<file path="config.mk">
export PLATFORM = sky130hd
export DESIGN_NAME = refdiv_test_router
export DESIGN_NICKNAME = d
export VERILOG_FILES = /design/src/rtl/refdiv_pkg.sv /design/src/rtl/tick_divider.sv /design/src/rtl/ratio_select.sv /design/src/rtl/test_router.sv /design/src/rtl/refdiv_test_router.sv
export SDC_FILE = /design/constraint.sdc
export NUM_CORES = 1
export LEC_CHECK = 0
export ABC_AREA = 0
export BUFFER_PORTS_ARGS = -buffer_cell sky130_fd_sc_hd__buf_2
export CAP_MARGIN = 20
export CORE_ASPECT_RATIO = 0.75
export CORE_UTILIZATION = 61
export DETAILED_ROUTE_END_ITERATION = 6
export PLACE_DENSITY_LB_ADDON = 0.25
export SETUP_SLACK_MARGIN = 0.15
export SLEW_MARGIN = 20
export SYNTH_ARGS = -nofsm -noshare
export SYNTH_HDL_FRONTEND = slang
export SYNTH_HIERARCHICAL = 1
export SYNTH_SLANG_ARGS = --single-unit
</file>
<file path="constraint.sdc">
create_clock -name clk -period 3.4 [get_ports clk]
set_clock_uncertainty 0.1 [all_clocks]
set_input_delay 0.68 -clock clk [delete_from_list [all_inputs] [get_ports clk]]
set_output_delay 0.68 -clock clk [all_outputs]
set_load 0.005 [all_outputs]
</file>
<file path="src/rtl/refdiv_pkg.sv">
package refdiv_pkg;

    // Test selector: bit 1 expose/external, bit 0 pump-off (routing-neutral here)
    typedef enum logic [1:0] {
        TM_NORMAL   = 2'b00,
        TM_PUMP_OFF = 2'b01,
        TM_EXPOSE   = 2'b10,
        TM_EXTERNAL = 2'b11
    } test_mode_e;

endpackage

</file>
<file path="src/rtl/tick_divider.sv">
module tick_divider #(
    parameter int W         = 8,
    parameter int MIN_RATIO = 64
) (
    input  logic         clk,
    input  logic         rst_n,
    input  logic         en_i,
    input  logic [W-1:0] ratio_i,
    output logic         out_o
);

    typedef struct packed {
        logic [W-1:0] cnt;
        logic [W-1:0] half;
    } div_state_t;

    div_state_t cur_q, nxt_d;

    // Down-counter; ratio sampled only at terminal count (cnt == 0)
    always_comb begin
        nxt_d = cur_q;
        if (en_i) begin
            if (cur_q.cnt == '0) begin
                nxt_d.cnt  = ratio_i - 1'b1;
                nxt_d.half = ratio_i >> 1;
            end else begin
                nxt_d.cnt = cur_q.cnt - 1'b1;
            end
        end
    end

    always_ff @(posedge clk or negedge rst_n) begin
        if (!rst_n) cur_q <= '0;
        else        cur_q <= nxt_d;
    end

    // High for the lowest half of the count; falls on reload
    assign out_o = (cur_q.cnt < cur_q.half);

    p_hold_r12: assert property (@(posedge clk) disable iff (!rst_n)
        !en_i |=> $stable(cur_q.cnt));

    p_fall_tc_r7: assert property (@(posedge clk) disable iff (!rst_n)
        $fell(out_o) |-> ($past(en_i) && ($past(cur_q.cnt) == '0)));

    p_floor_r5: assert property (@(posedge clk) disable iff (!rst_n)
        (cur_q.half != '0) |-> (int'(cur_q.half) >= MIN_RATIO / 2));

endmodule

</file>
<file path="src/rtl/ratio_select.sv">
module ratio_select #(
    parameter int REF_W      = 9,
    parameter int N_W        = 15,
    parameter int N_MIN      = 256,
    parameter int RATIO_WIDE = 80,
    parameter int RATIO_SLOW = 128,
    parameter int RATIO_FAST = 64
) (
    input  logic             sel_a_i,
    input  logic             sel_b_i,
    input  logic [N_W-1:0]   n_i,
    output logic [REF_W-1:0] ref_ratio_o,
    output logic [N_W-1:0]   main_ratio_o
);

    always_comb begin
        if (!sel_b_i)     ref_ratio_o = REF_W'(RATIO_WIDE);
        else if (sel_a_i) ref_ratio_o = REF_W'(RATIO_FAST);
        else              ref_ratio_o = REF_W'(RATIO_SLOW);
    end

    assign main_ratio_o = (n_i < N_W'(N_MIN)) ? N_W'(N_MIN) : n_i;

endmodule

</file>
<file path="src/rtl/test_router.sv">
module test_router
    import refdiv_pkg::*;
(
    input  test_mode_e  mode_i,
    input  logic        int_ref_i,
    input  logic        int_cy_i,
    input  logic [1:0]  ext_i,
    input  logic [1:0]  ctl_i,
    output logic        pd_ref_o,
    output logic        pd_cy_o,
    output logic [1:0]  pull_o
);

    always_comb begin
        pd_ref_o = int_ref_i;
        pd_cy_o  = int_cy_i;
        pull_o   = ctl_i;
        unique case (mode_i)
            TM_EXPOSE: begin
                pull_o = {~int_cy_i, ~int_ref_i};
            end
            TM_EXTERNAL: begin
                pd_ref_o = ext_i[0];
                pd_cy_o  = ext_i[1];
                pull_o   = 2'b00;
            end
            default: ;
        endcase
    end

endmodule

</file>
<file path="src/rtl/refdiv_test_router.sv">
module refdiv_test_router
    import refdiv_pkg::*;
#(
    parameter int N_W        = 15,
    parameter int N_MIN      = 256,
    parameter int RATIO_WIDE = 80,
    parameter int RATIO_SLOW = 128,
    parameter int RATIO_FAST = 64
) (
    input  logic           clk,
    input  logic           rst_n,
    input  logic           vco_tick,
    input  logic           ref_sel_a,
    input  logic           ref_sel_b,
    input  logic [14:0]    div_n,
    input  logic [1:0]     test_sel,
    input  logic [1:0]     port_in,
    input  logic [1:0]     port_ctl,
    output logic           pd_ref,
    output logic           pd_cy,
    output logic [1:0]     port_pull
);

    localparam int REF_W    = $clog2(RATIO_WIDE + RATIO_SLOW + RATIO_FAST + 1);
    localparam int REF_MIN0 = (RATIO_WIDE < RATIO_SLOW) ? RATIO_WIDE : RATIO_SLOW;
    localparam int REF_MIN  = (REF_MIN0 < RATIO_FAST) ? REF_MIN0 : RATIO_FAST;

    logic [REF_W-1:0] ref_ratio;
    logic [N_W-1:0]   main_ratio;
    logic             int_ref, int_cy;
    test_mode_e       mode;

    assign mode = test_mode_e'(test_sel);

    ratio_select #(
        .REF_W(REF_W), .N_W(N_W), .N_MIN(N_MIN),
        .RATIO_WIDE(RATIO_WIDE), .RATIO_SLOW(RATIO_SLOW), .RATIO_FAST(RATIO_FAST)
    ) u_sel (
        .sel_a_i(ref_sel_a), .sel_b_i(ref_sel_b), .n_i(div_n),
        .ref_ratio_o(ref_ratio), .main_ratio_o(main_ratio)
    );

    tick_divider #(.W(REF_W), .MIN_RATIO(REF_MIN)) u_ref_div (
        .clk(clk), .rst_n(rst_n), .en_i(1'b1), .ratio_i(ref_ratio), .out_o(int_ref)
    );

    tick_divider #(.W(N_W), .MIN_RATIO(N_MIN)) u_main_div (
        .clk(clk), .rst_n(rst_n), .en_i(vco_tick), .ratio_i(main_ratio), .out_o(int_cy)
    );

    test_router u_route (
        .mode_i(mode), .int_ref_i(int_ref), .int_cy_i(int_cy),
        .ext_i(port_in), .ctl_i(port_ctl),
        .pd_ref_o(pd_ref), .pd_cy_o(pd_cy), .pull_o(port_pull)
    );

    p_expose_r8: assert property (@(posedge clk) disable iff (!rst_n)
        (test_sel == 2'b10) |-> (port_pull == {~int_cy, ~int_ref}));

    p_external_r9: assert property (@(posedge clk) disable iff (!rst_n)
        (test_sel == 2'b11) |-> ((port_pull == 2'b00) && (pd_ref == port_in[0]) && (pd_cy == port_in[1])));

    p_normal_r10: assert property (@(posedge clk) disable iff (!rst_n)
        (!test_sel[1]) |-> ((port_pull == port_ctl) && (pd_ref == int_ref) && (pd_cy == int_cy)));

endmodule

</file>
=== Word-level counts from Yosys, hierarchy flattened ===
Index checks and enable logic that the tools add are counted.

* Output and inout bits: 4
* Input port bits: 26
* Word-level logic and storage cells: 26
* Register bits: 46

* Multiplexer cells: 8
* Reduce and logical (&&, ||, !) cells: 3
* Add/sub/neg operators: 4
* Eq/ne operators: 2
* Bitwise gates (word level): 2
* Magnitude comparators: 3

{| class="wikitable"
|+ Operators with widths
! operator !! count
|-
| $mux W15 || 2
|-
| $sub A15 B1 Y15 const B || 2
|-
| $mux W9 || 2
|-
| $sub A9 B1 Y9 const B || 2
|-
| $logic_not A15 Y1 || 1
|-
| $lt A15 B14 Y1 || 1
|-
| $lt A15 B9 Y1 const B || 1
|-
| $logic_not A9 Y1 || 1
|-
| $lt A9 B8 Y1 || 1
|-
| $mux W8 || 1
|-
| $eq A2 B2 Y1 const B || 2
|-
| $pmux W2 S2 || 1
|-
| $mux W1 || 2
|-
| $not A1 Y1 || 2
|-
| $reduce_and A2 Y1 || 1
|}

=== Depth between registers and ports, before layout ===
Gate-level depths: netlist of run 1.

* Depth after elaboration: 4
* Gate-level depth with buffers: 11
* Gate-level depth less buffers: 9

=== By module ===
The synthesis of run 1 kept the hierarchy.

{| class="wikitable"
|+ By module, submodules not included
! module !! area each (um2) !! seq. area each (um2) !! cells each !! instances
|-
| tick_divider at u_main_div || 2050.7 || 725.7 || 236 || 1
|-
| tick_divider at u_ref_div || 1177.4 || 425.4 || 115 || 1
|-
| ratio_select || 183.9 || 0.0 || 27 || 1
|-
| test_router || 62.6 || 0.0 || 8 || 1
|-
| refdiv_test_router || 3.8 || 0.0 || 1 || 1
|}

=== Worst setup path after synthesis of run 1 ===
Ideal clock, no wire load.

* Path type: in2reg
* From: input port div_n[12]
* To: register u_main_div/cur_q[27] (netlist bit)
* Data arrival time: 2.824 ns
* Buffers on the path: 0
* Required time: 3.171 ns
* Cell stages on the path: 9
* Library setup time: 0.129 ns
* Setup slack: 0.346 ns
* Cell sequence: nor4_4 a21boi_0 a21oi_1 ha_1 or4b_2 nor3_1 o21ai_2 o32ai_1 a21oi_1

* Longest elaborated chain between the ends: 4

{| class="wikitable"
|+ RTL lines
! element !! line !! source
|-
| start, declared || refdiv_test_router.sv:15 || <nowiki>input logic [14:0] div_n,</nowiki>
|-
| $lt A15 B9 Y1 || ratio_select.sv:22 || <nowiki>assign main_ratio_o = (n_i < N_W'(N_MIN)) ? N_W'(N_MIN) : n_i;</nowiki>
|-
| $mux W15 || ratio_select.sv:22 ||
|-
| net main_ratio[1] || refdiv_test_router.sv:29 || <nowiki>logic [N_W-1:0] main_ratio;</nowiki>
|-
| $sub A15 B1 Y15 || tick_divider.sv:24 || <nowiki>nxt_d.cnt = ratio_i - 1'b1;</nowiki>
|-
| $mux W15 || tick_divider.sv:23 || <nowiki>if (cur_q.cnt == '0) begin</nowiki>
|-
| end signal, assigned || tick_divider.sv:34 || <nowiki>else cur_q <= nxt_d;</nowiki>
|-
| end, declared || tick_divider.sv:17 || <nowiki>div_state_t cur_q, nxt_d;</nowiki>
|}

The timed path passes the listed nets, and every way through them passes these cells.
A chain may end at the register's enable or synchronous reset.

=== Final worst setup path of run 1 ===
Same ends and word-level chain as after synthesis.

==> metrics.md, run 1 <==
| Metric | Value |
|---|---|
| Outcome | `finished, final reports clean` |
| Number of top-level pins | `30` |
| Multi-input logic area | `0.002087 mm²` |
| Post-layout power | `2.616 mW` |
| Overall Global Routing Usage | `30.99%` |
| Setup crit end kind | `flop` |
| Predominant post-synthesis flop cell | `sky130_fd_sc_hd__dfrtp_1` |
| Design internal power | `1.557 mW` |
| Share of Yosys cell area claimed by the top area cell type | `33.09%` |
| Routed len/inst | `17.78 µm` |
| Peak ir drop on the vdd network | `0.4006 mV` |
| Number of enable-type register cells in the synthesized netlist | `0` |
| Detailed-route via count | `3182` |
| Post-Synth Simple-Gate Area | `19.93%` |
| Utilization after layout | `71.18%` |
| Flop pwr share | `38.6%` |
| Area growth from synthesis to layout | `10.72%` |
| Critical path data required time | `3.48 ns` |
| TritonCTS clock tree | `built` |
| Post-synthesis instance area | `0.003478 mm²` |
| Post-synth ARST share | `100.0%` |
| Ratio of total power to cell area | `679.2 mW/mm²` |
| Total DRC errors in the routed layout | `0` |
| Remaining max-slew budget at the tightest pin | `59.70%` |
| Number of warnings reported in the yosys synthesis log | `6` |
| Fraction of the yosys area taken by sequential cells | `33.09%` |
| Filler cell count | `435` |
| Wire length of the first global-routing pass | `14.06 mm` |
| Number of levels the H-tree was split into | `2` |
| Post-synth top area cell | `sky130_fd_sc_hd__dfrtp_1` |
| Maximum capacitance violations | `0` |
| Final antenna-violating net count | `0` |
| Clock Pin Slew Worst Setup and Hold Paths | `0.08 ns` |
| Overflow left after global routing | `0` |
| Number of setup violations in the final report | `0` |
| Power spent charging and discharging nets | `1.059 mW` |
| Post-Synth XOR/XNOR Area | `1.007%` |
| Category of the worst setup path launch point | `primary input` |
| Class of the tightest hold or removal check | `primary input to async pin` |
| Chip height | `67.40 µm` |
| Relative contribution of combinational cells to total power | `45.5%` |
| Part of the cycle the worst path needs | `93.43%` |
| Placement-stage worst setup slack | `-0.06545 ns` |
| Ratio of cells with drive above 1 in the final layout | `21.67%` |
| Switching power share of the total | `40.49%` |
| Buffers and inverters on the worst path | `1` |
| Core region area | `0.005410 mm²` |
| Source of the critical timing path | `div_n[12]` |
| Leading post-synthesis cells by instance count | `sky130_fd_sc_hd__dfrtp_1 (46), sky130_fd_sc_hd__inv_1 (35), sky130_fd_sc_hd__nand2_1 (30)` |
| Maximum achievable frequency | `0.3148 GHz` |
| Area occupied by registers | `0.001151 mm²` |
| Row Count | `23` |
| Multiplexer share of the synthesized area | `6.691%` |
| Sum of routed wire length over all layers | `8.802 mm` |
| Die X | `89.20 µm` |
| Max incr delay on CP | `0.66 ns` |
| Die area | `0.006011 mm²` |
| Final worst slack | `0.2235 ns` |
| Insertion delay to the later sink of the worst-skew pair | `0.30 ns` |
| Mapped Cells | `387` |
| HPWL after DPL | `6.285 mm` |
| Pins Over Slew Limit | `0` |
| Share of synthesized cell area in full adder, half adder and majority cells | `7.914%` |
| Share of the synthesized area in compound gates (AO/OA/AOI/OAI) | `22.95%` |
| Standard cell with the maximum stage delay on the critical path | `sky130_fd_sc_hd__or4b_2` |
| Buffer depth of the longest clock path | `2` |
| Initial standard-cell utilization of the core | `64.29%` |
| Vias in the first global route | `2969` |
| List of cells traversed by the critical path | `buf_2, nor4_4, a21boi_0, a21oi_1, ha_1, or4b_2, nor3_1, o21ai_2, o32ai_1, a21oi_1` |
| Final Wtd Congestion | `0.9395` |
| Dominant combinational cell family by area after synthesis | `compound AO/OA/AOI/OAI gates` |
| DRC marker count from the first detailed-route iteration | `297` |
| Number of buffers inserted during clock tree synthesis | `5` |
| Register bit total from synthesis | `46` |
| Clock period minus worst slack | `3.177 ns` |
| Pin count of the biggest net entering global routing | `47` |
| Yosys cell types | `70` |
| CP dominant cell by count | `sky130_fd_sc_hd__a21oi_1` |
| Library cell with the highest instance count after synthesis | `sky130_fd_sc_hd__dfrtp_1` |
| Number of antenna violations at the first check in global routing | `0` |
| CP Data Arrival Time | `3.26 ns` |
| Slew at the pin with the worst max-slew slack | `0.5990 ns` |
| Number of iterations in the first detailed-routing pass | `6` |
| Post-Syn Area per Cell | `8.988 µm²` |
| Diodes inserted | `0` |
| PortBufs | `29` |
| Leakage power summed over all cells | `1.788 nW` |
| Number of endpoints with negative hold slack in the final report | `0` |
| Hold buffer count at cts | `0` |
| Crit Reg-Reg Startpoint | `u_main_div/cur_q[17]` |
| Number of sinks handled by clock tree synthesis | `46` |
| Post-layout nets | `468` |
| Setup repair after global routing missed its margin | `false` |
| Mean number of vias per cell | `6.428` |
| Root buffer cell | `sky130_fd_sc_hd__clkbuf_8` |
| Top post-synthesis cells by area | `sky130_fd_sc_hd__dfrtp_1 (33%), sky130_fd_sc_hd__ha_1 (7.9%), sky130_fd_sc_hd__mux2_4 (4.3%), sky130_fd_sc_hd__inv_1 (3.8%), sky130_fd_sc_hd__nand2_1 (3.2%)` |
| Clock share of power | `15.9%` |
| CP top delay family | `simple AND/OR/NAND/NOR gates` |
| Largest fanout on the critical path | `5` |
| Type of the worst setup path | `primary input to flop` |
## path summary, 6_finish.rpt
kind | endpoint | slack [ns] | cells after the start
max | u_main_div/cur_q[27] | 0.22 | 10
min | u_ref_div/cur_q[6] | 0.27 | 1
max reg2reg | u_main_div/cur_q[27] | 0.53 | 9
min reg2reg | u_main_div/cur_q[0] | 0.43 | 1
max in group asynchronous | u_ref_div/cur_q[11] | 2.51 | 1
min in group clk | u_main_div/cur_q[0] | 0.43 | 1
## cells in the final DEF, fill, tap and decap left out, types with 4 or more instances in the layout
cell type,synthesis,layout
sky130_fd_sc_hd__dfrtp_1,46,46
sky130_fd_sc_hd__inv_1,35,35
sky130_fd_sc_hd__nand2_1,30,30
sky130_fd_sc_hd__buf_2,3,28
sky130_fd_sc_hd__nor2_1,27,26
sky130_fd_sc_hd__ha_1,22,22
sky130_fd_sc_hd__o21ai_0,21,21
sky130_fd_sc_hd__a21oi_1,19,19
sky130_fd_sc_hd__buf_4,8,18
sky130_fd_sc_hd__a21boi_0,12,12
sky130_fd_sc_hd__nor3_1,11,11
sky130_fd_sc_hd__a21o_1,10,10
sky130_fd_sc_hd__mux2_4,10,10
sky130_fd_sc_hd__a31oi_1,7,7
sky130_fd_sc_hd__conb_1,2,7
sky130_fd_sc_hd__clkbuf_8,0,6
sky130_fd_sc_hd__mux2i_1,6,6
sky130_fd_sc_hd__nand2b_1,5,5
sky130_fd_sc_hd__nand3_1,5,5
sky130_fd_sc_hd__a22oi_1,5,5
sky130_fd_sc_hd__nor4_1,4,4
sky130_fd_sc_hd__or3_1,4,4
sky130_fd_sc_hd__o22ai_1,4,4
sky130_fd_sc_hd__o2111ai_1,4,4
## stage by stage
| stage | cell area, µm² | setup TNS, ns | cells | hold WS [ns] |
|---|---|---|---|---|
| final | 3851 | 0 | 495 | 0.2747 |
| after detailed placement | 3702 | -0.07390 | 486 | 0.3989 |
| after global placement | 3702 | 0 | 486 | 0.3910 |
| after CTS | 3815 | 0 | 493 | 0.4285 |
| after global routing | 3851 | 0 | 495 | 0.3194 |
| after floorplan | 3497 | 0 | 392 | 0.2844 |
## layer usage
metal / vias up / routed length [µm] / global-route usage [%]
met2: 207 / 3726 / 47.04
met4: 0 / 189 / 10.91
met5: - / 0 / 0
met3: 23 / 924 / 6.601
met1: 1486 / 3961 / 43.86
li1: 1466 / - / -
## cell families after synthesis
| logic type | after synthesis |
|---|---|
| buffers and inverters | 61 |
| AO/OA/AOI/OAI | 116 |
| multiplexers | 18 |
| AND/OR/NAND/NOR | 118 |
| flip-flops | 46 |
| XOR/XNOR | 4 |
| adder cells (fa/ha/maj) | 22 |
| other | 2 |
## cell type report
type                    count  area share, %
clock buffers               6          2.144
multi-input cells         286          54.19
well taps                  75          2.437
inverters                  35          3.411
clock inverters             1         0.7797
repair buffers             46          7.148
flip-flops and latches     46          29.89
## repair_timing
item | CTS | global route
endpoints found under the setup margin | 0 | 6
gates resized for setup | 0 | 3
buffers inserted | 0 | 1
## flip-flops by register name (all words and copies together), names as in the netlist
signal            cells
u_ref_div/cur_q      17
u_main_div/cur_q     29
## power by group through the flow
stage	combinational, mW	sequential (mW)	clock, mW
2_1_floorplan	0.858	0.936	0
3_3_place_gp	1.07	1.00	0
3_5_place_dp	1.12	1.01	0
6_report	1.19	1.01	0.416
5_1_grt	1.33	1.04	0.448
4_1_cts	1.15	1.00	0.429
Note: power is estimated with default switching activity, not from simulation.
==> run 2: changes to the inputs <==
==> constraint.sdc (replaced) <==
create_clock -name clk -period 3.4 [get_ports clk]
set_clock_uncertainty 0.1 [all_clocks]
set_input_delay 0.34 -clock clk [delete_from_list [all_inputs] [get_ports clk]]
set_output_delay 0.34 -clock clk [all_outputs]
set_load 0.005 [all_outputs]
==> run 2 against run 1 <==
Sequential share of layout area rose by 0.60 points. First-iteration DRC count fell by 11%. Routed wire length fell by 8.1%. Core utilization fell by 1.4 points. Die area did not move. Setup slack improved by 0.19 ns. Critical path depth fell by 1. Power rose by 0.49%. Non-clock buffer count fell by 11. Maximum frequency rose by 6.4%. Critical path type is now flop to flop. Highest routed layer unchanged.
==> metrics.md, run 2 (same netlist as run 1, synthesis figures left out) <==
| Metric | Value |
|---|---|
| Outcome | `finished, final reports clean` |
| Biggest register | `u_main_div/cur_q` |
| Vias in the first global route | `2689` |
| Type of the worst setup path | `flop to flop` |
| Overall Global Routing Usage | `28.20%` |
| Number of levels the H-tree was split into | `2` |
| Pins Over Slew Limit | `0` |
| Maximum capacitance violations | `0` |
| Category of the worst setup path launch point | `flop` |
| DRC marker count from the first detailed-route iteration | `263` |
| TritonCTS clock tree | `built` |
| Clock share of power | `19.3%` |
| Critical path data required time | `3.49 ns` |
| Number of setup violations in the final report | `0` |
| Area growth from synthesis to layout | `8.525%` |
| Remaining max-slew budget at the tightest pin | `60.23%` |
| Count of buffers added by post-CTS timing repair for setup | `0` |
| Power spent charging and discharging nets | `1.022 mW` |
| Wire length of the first global-routing pass | `12.78 mm` |
| Setup repair after global routing missed its margin | `false` |
| Number of antenna violations at the first check in global routing | `0` |
| Most common cell after layout, fill and taps aside | `sky130_fd_sc_hd__dfrtp_1` |
| Leakage power summed over all cells | `1.744 nW` |
| Slew at the pin with the worst max-slew slack | `0.5961 ns` |
| Length in cells of the worst reg-to-reg path | `9` |
| Design internal power | `1.607 mW` |
| Root buffer cell | `sky130_fd_sc_hd__clkbuf_8` |
| Register-to-Register Setup Slack | `0.42 ns` |
| Number of sinks handled by clock tree synthesis | `46` |
| CP Data Arrival Time | `3.07 ns` |
| Biggest registers after layout | `u_main_div/cur_q (29), u_ref_div/cur_q (17)` |
| Clock period minus worst slack | `2.985 ns` |
| Number of instances on the worst hold path | `3` |
| Number of endpoints with negative hold slack in the final report | `0` |
| Utilization after layout | `69.77%` |
| Part of the cycle the worst path needs | `87.79%` |
| Detailed-route via count | `3076` |
| Die area | `0.006011 mm²` |
| Insertion delay to the later sink of the worst-skew pair | `0.30 ns` |
| Buffer depth of the longest clock path | `2` |
| Core region area | `0.005410 mm²` |
| Routed len/inst | `16.72 µm` |
| Placement-stage worst setup slack | `0.2350 ns` |
| Largest fanout on the critical path | `8` |
| Class of the tightest hold or removal check | `primary input to flop` |
| Post-layout nets | `456` |
| Overflow left after global routing | `0` |
| Number of iterations in the first detailed-routing pass | `5` |
| Ratio of total power to cell area | `696.3 mW/mm²` |
| Sum of routed wire length over all layers | `8.092 mm` |
| Chip height | `67.40 µm` |
| Ratio of cells with drive above 1 in the final layout | `18.83%` |
| Highest-count cells in the layout ignoring fill and taps | `sky130_fd_sc_hd__dfrtp_1 (46), sky130_fd_sc_hd__inv_1 (35), sky130_fd_sc_hd__nand2_1 (30), sky130_fd_sc_hd__buf_2 (28), sky130_fd_sc_hd__nor2_1 (27)` |
| Number of buffers inserted during clock tree synthesis | `5` |
| Diodes inserted | `0` |
| Peak ir drop on the vdd network | `0.3577 mV` |
| Pin count of the biggest net entering global routing | `47` |
| Initial standard-cell utilization of the core | `64.29%` |
| Final antenna-violating net count | `0` |
| Total DRC errors in the routed layout | `0` |
| Relative contribution of combinational cells to total power | `42.6%` |
| Mean number of vias per cell | `6.355` |
| Final Wtd Congestion | `0.9166` |
| Post-layout power | `2.628 mW` |
| HPWL after DPL | `5.911 mm` |
| Die X | `89.20 µm` |
| Final worst slack | `0.4151 ns` |
| Flip-flop count of the largest register, all copies and words added | `29` |
| PortBufs | `29` |
| Flop pwr share | `38.1%` |
| Number of top-level pins | `30` |
| Clock Pin Slew Worst Setup and Hold Paths | `0.09 ns` |
| Setup crit end kind | `flop` |
| Switching power share of the total | `38.87%` |
| Total negative slack for setup checks | `0 ns` |
| Row Count | `23` |
| Maximum achievable frequency | `0.3350 GHz` |
run 2: cell types whose count changed in the layout (fill, tap and decap cells not counted), sizes merged:
| cell | delta |
|---|---|
| dlygate4sd3 | +1 |
| bufinv | +1 |
| buf | -12 |
| nor4 | -1 |
run 2: repair_timing:
item	in CTS	in global routing
gates resized for setup	0	0
endpoints found under the setup margin	0	0
hold endpoints to repair	0	46
hold buffers	0	1
run 2: layer usage:
layer,vias up,track usage [%],share of wire (%)
li1,1436,-,-
met5,-,0,0
met3,15,5.501,8.6
met1,1483,41.71,47
met2,142,41.32,43
met4,0,9.325,1.2
run 2: worst paths after layout:
kind / from / endpoint
max: u_main_div/cur_q[24] / u_main_div/cur_q[27]
min: div_n[14] / u_main_div/cur_q[13]
max reg2reg: u_main_div/cur_q[24] / u_main_div/cur_q[27]
min reg2reg: u_ref_div/cur_q[1] / u_ref_div/cur_q[1]
max in group asynchronous: rst_n / u_main_div/cur_q[17]
min in group asynchronous: rst_n / u_ref_div/cur_q[12]
run 2: stage by stage:
stage	hold slack [ns]	area, µm²	std cells
5_1_grt	0.1976	3775	484
3_3_place_gp	0.3905	3620	475
6_report	0.1994	3775	484
4_1_cts	0.1500	3762	483
2_1_floorplan	-0.05559	3497	392
3_5_place_dp	0.3987	3620	475
run 2: final cells by class:
type                            count  area, µm²
Tap cell                           75      93.84
Inverter                           35      131.4
Clock inverter                      2      60.06
Sequential cell                    46       1151
Multi-Input combinational cell    285       2061
Clock buffer                        6      82.58
Timing Repair Buffer               35      195.2
Fill cell                         439       1635
run 2: critical path: stages (launching register included):
cell	delay (ns)
sky130_fd_sc_hd__dfrtp_1	0.57
sky130_fd_sc_hd__nor4_4	0.11
sky130_fd_sc_hd__and4_1	0.25
sky130_fd_sc_hd__a21oi_1	0.21
sky130_fd_sc_hd__ha_1	0.26
sky130_fd_sc_hd__or4b_2	0.67
sky130_fd_sc_hd__nor3_1	0.20
sky130_fd_sc_hd__o21ai_2	0.14
sky130_fd_sc_hd__o32ai_1	0.29
sky130_fd_sc_hd__a21oi_1	0.07
run 2: power groups by stage:
| stage | sequential [mW] | combinational (mW) | clock [mW] |
|---|---|---|---|
| finish | 1.00 | 1.12 | 0.506 |
| global route | 1.03 | 1.24 | 0.537 |
| CTS | 0.994 | 1.11 | 0.517 |
| detailed placement | 1.01 | 1.09 | 0 |
| global placement | 0.999 | 1.05 | 0 |
| floorplan | 0.936 | 0.858 | 0 |
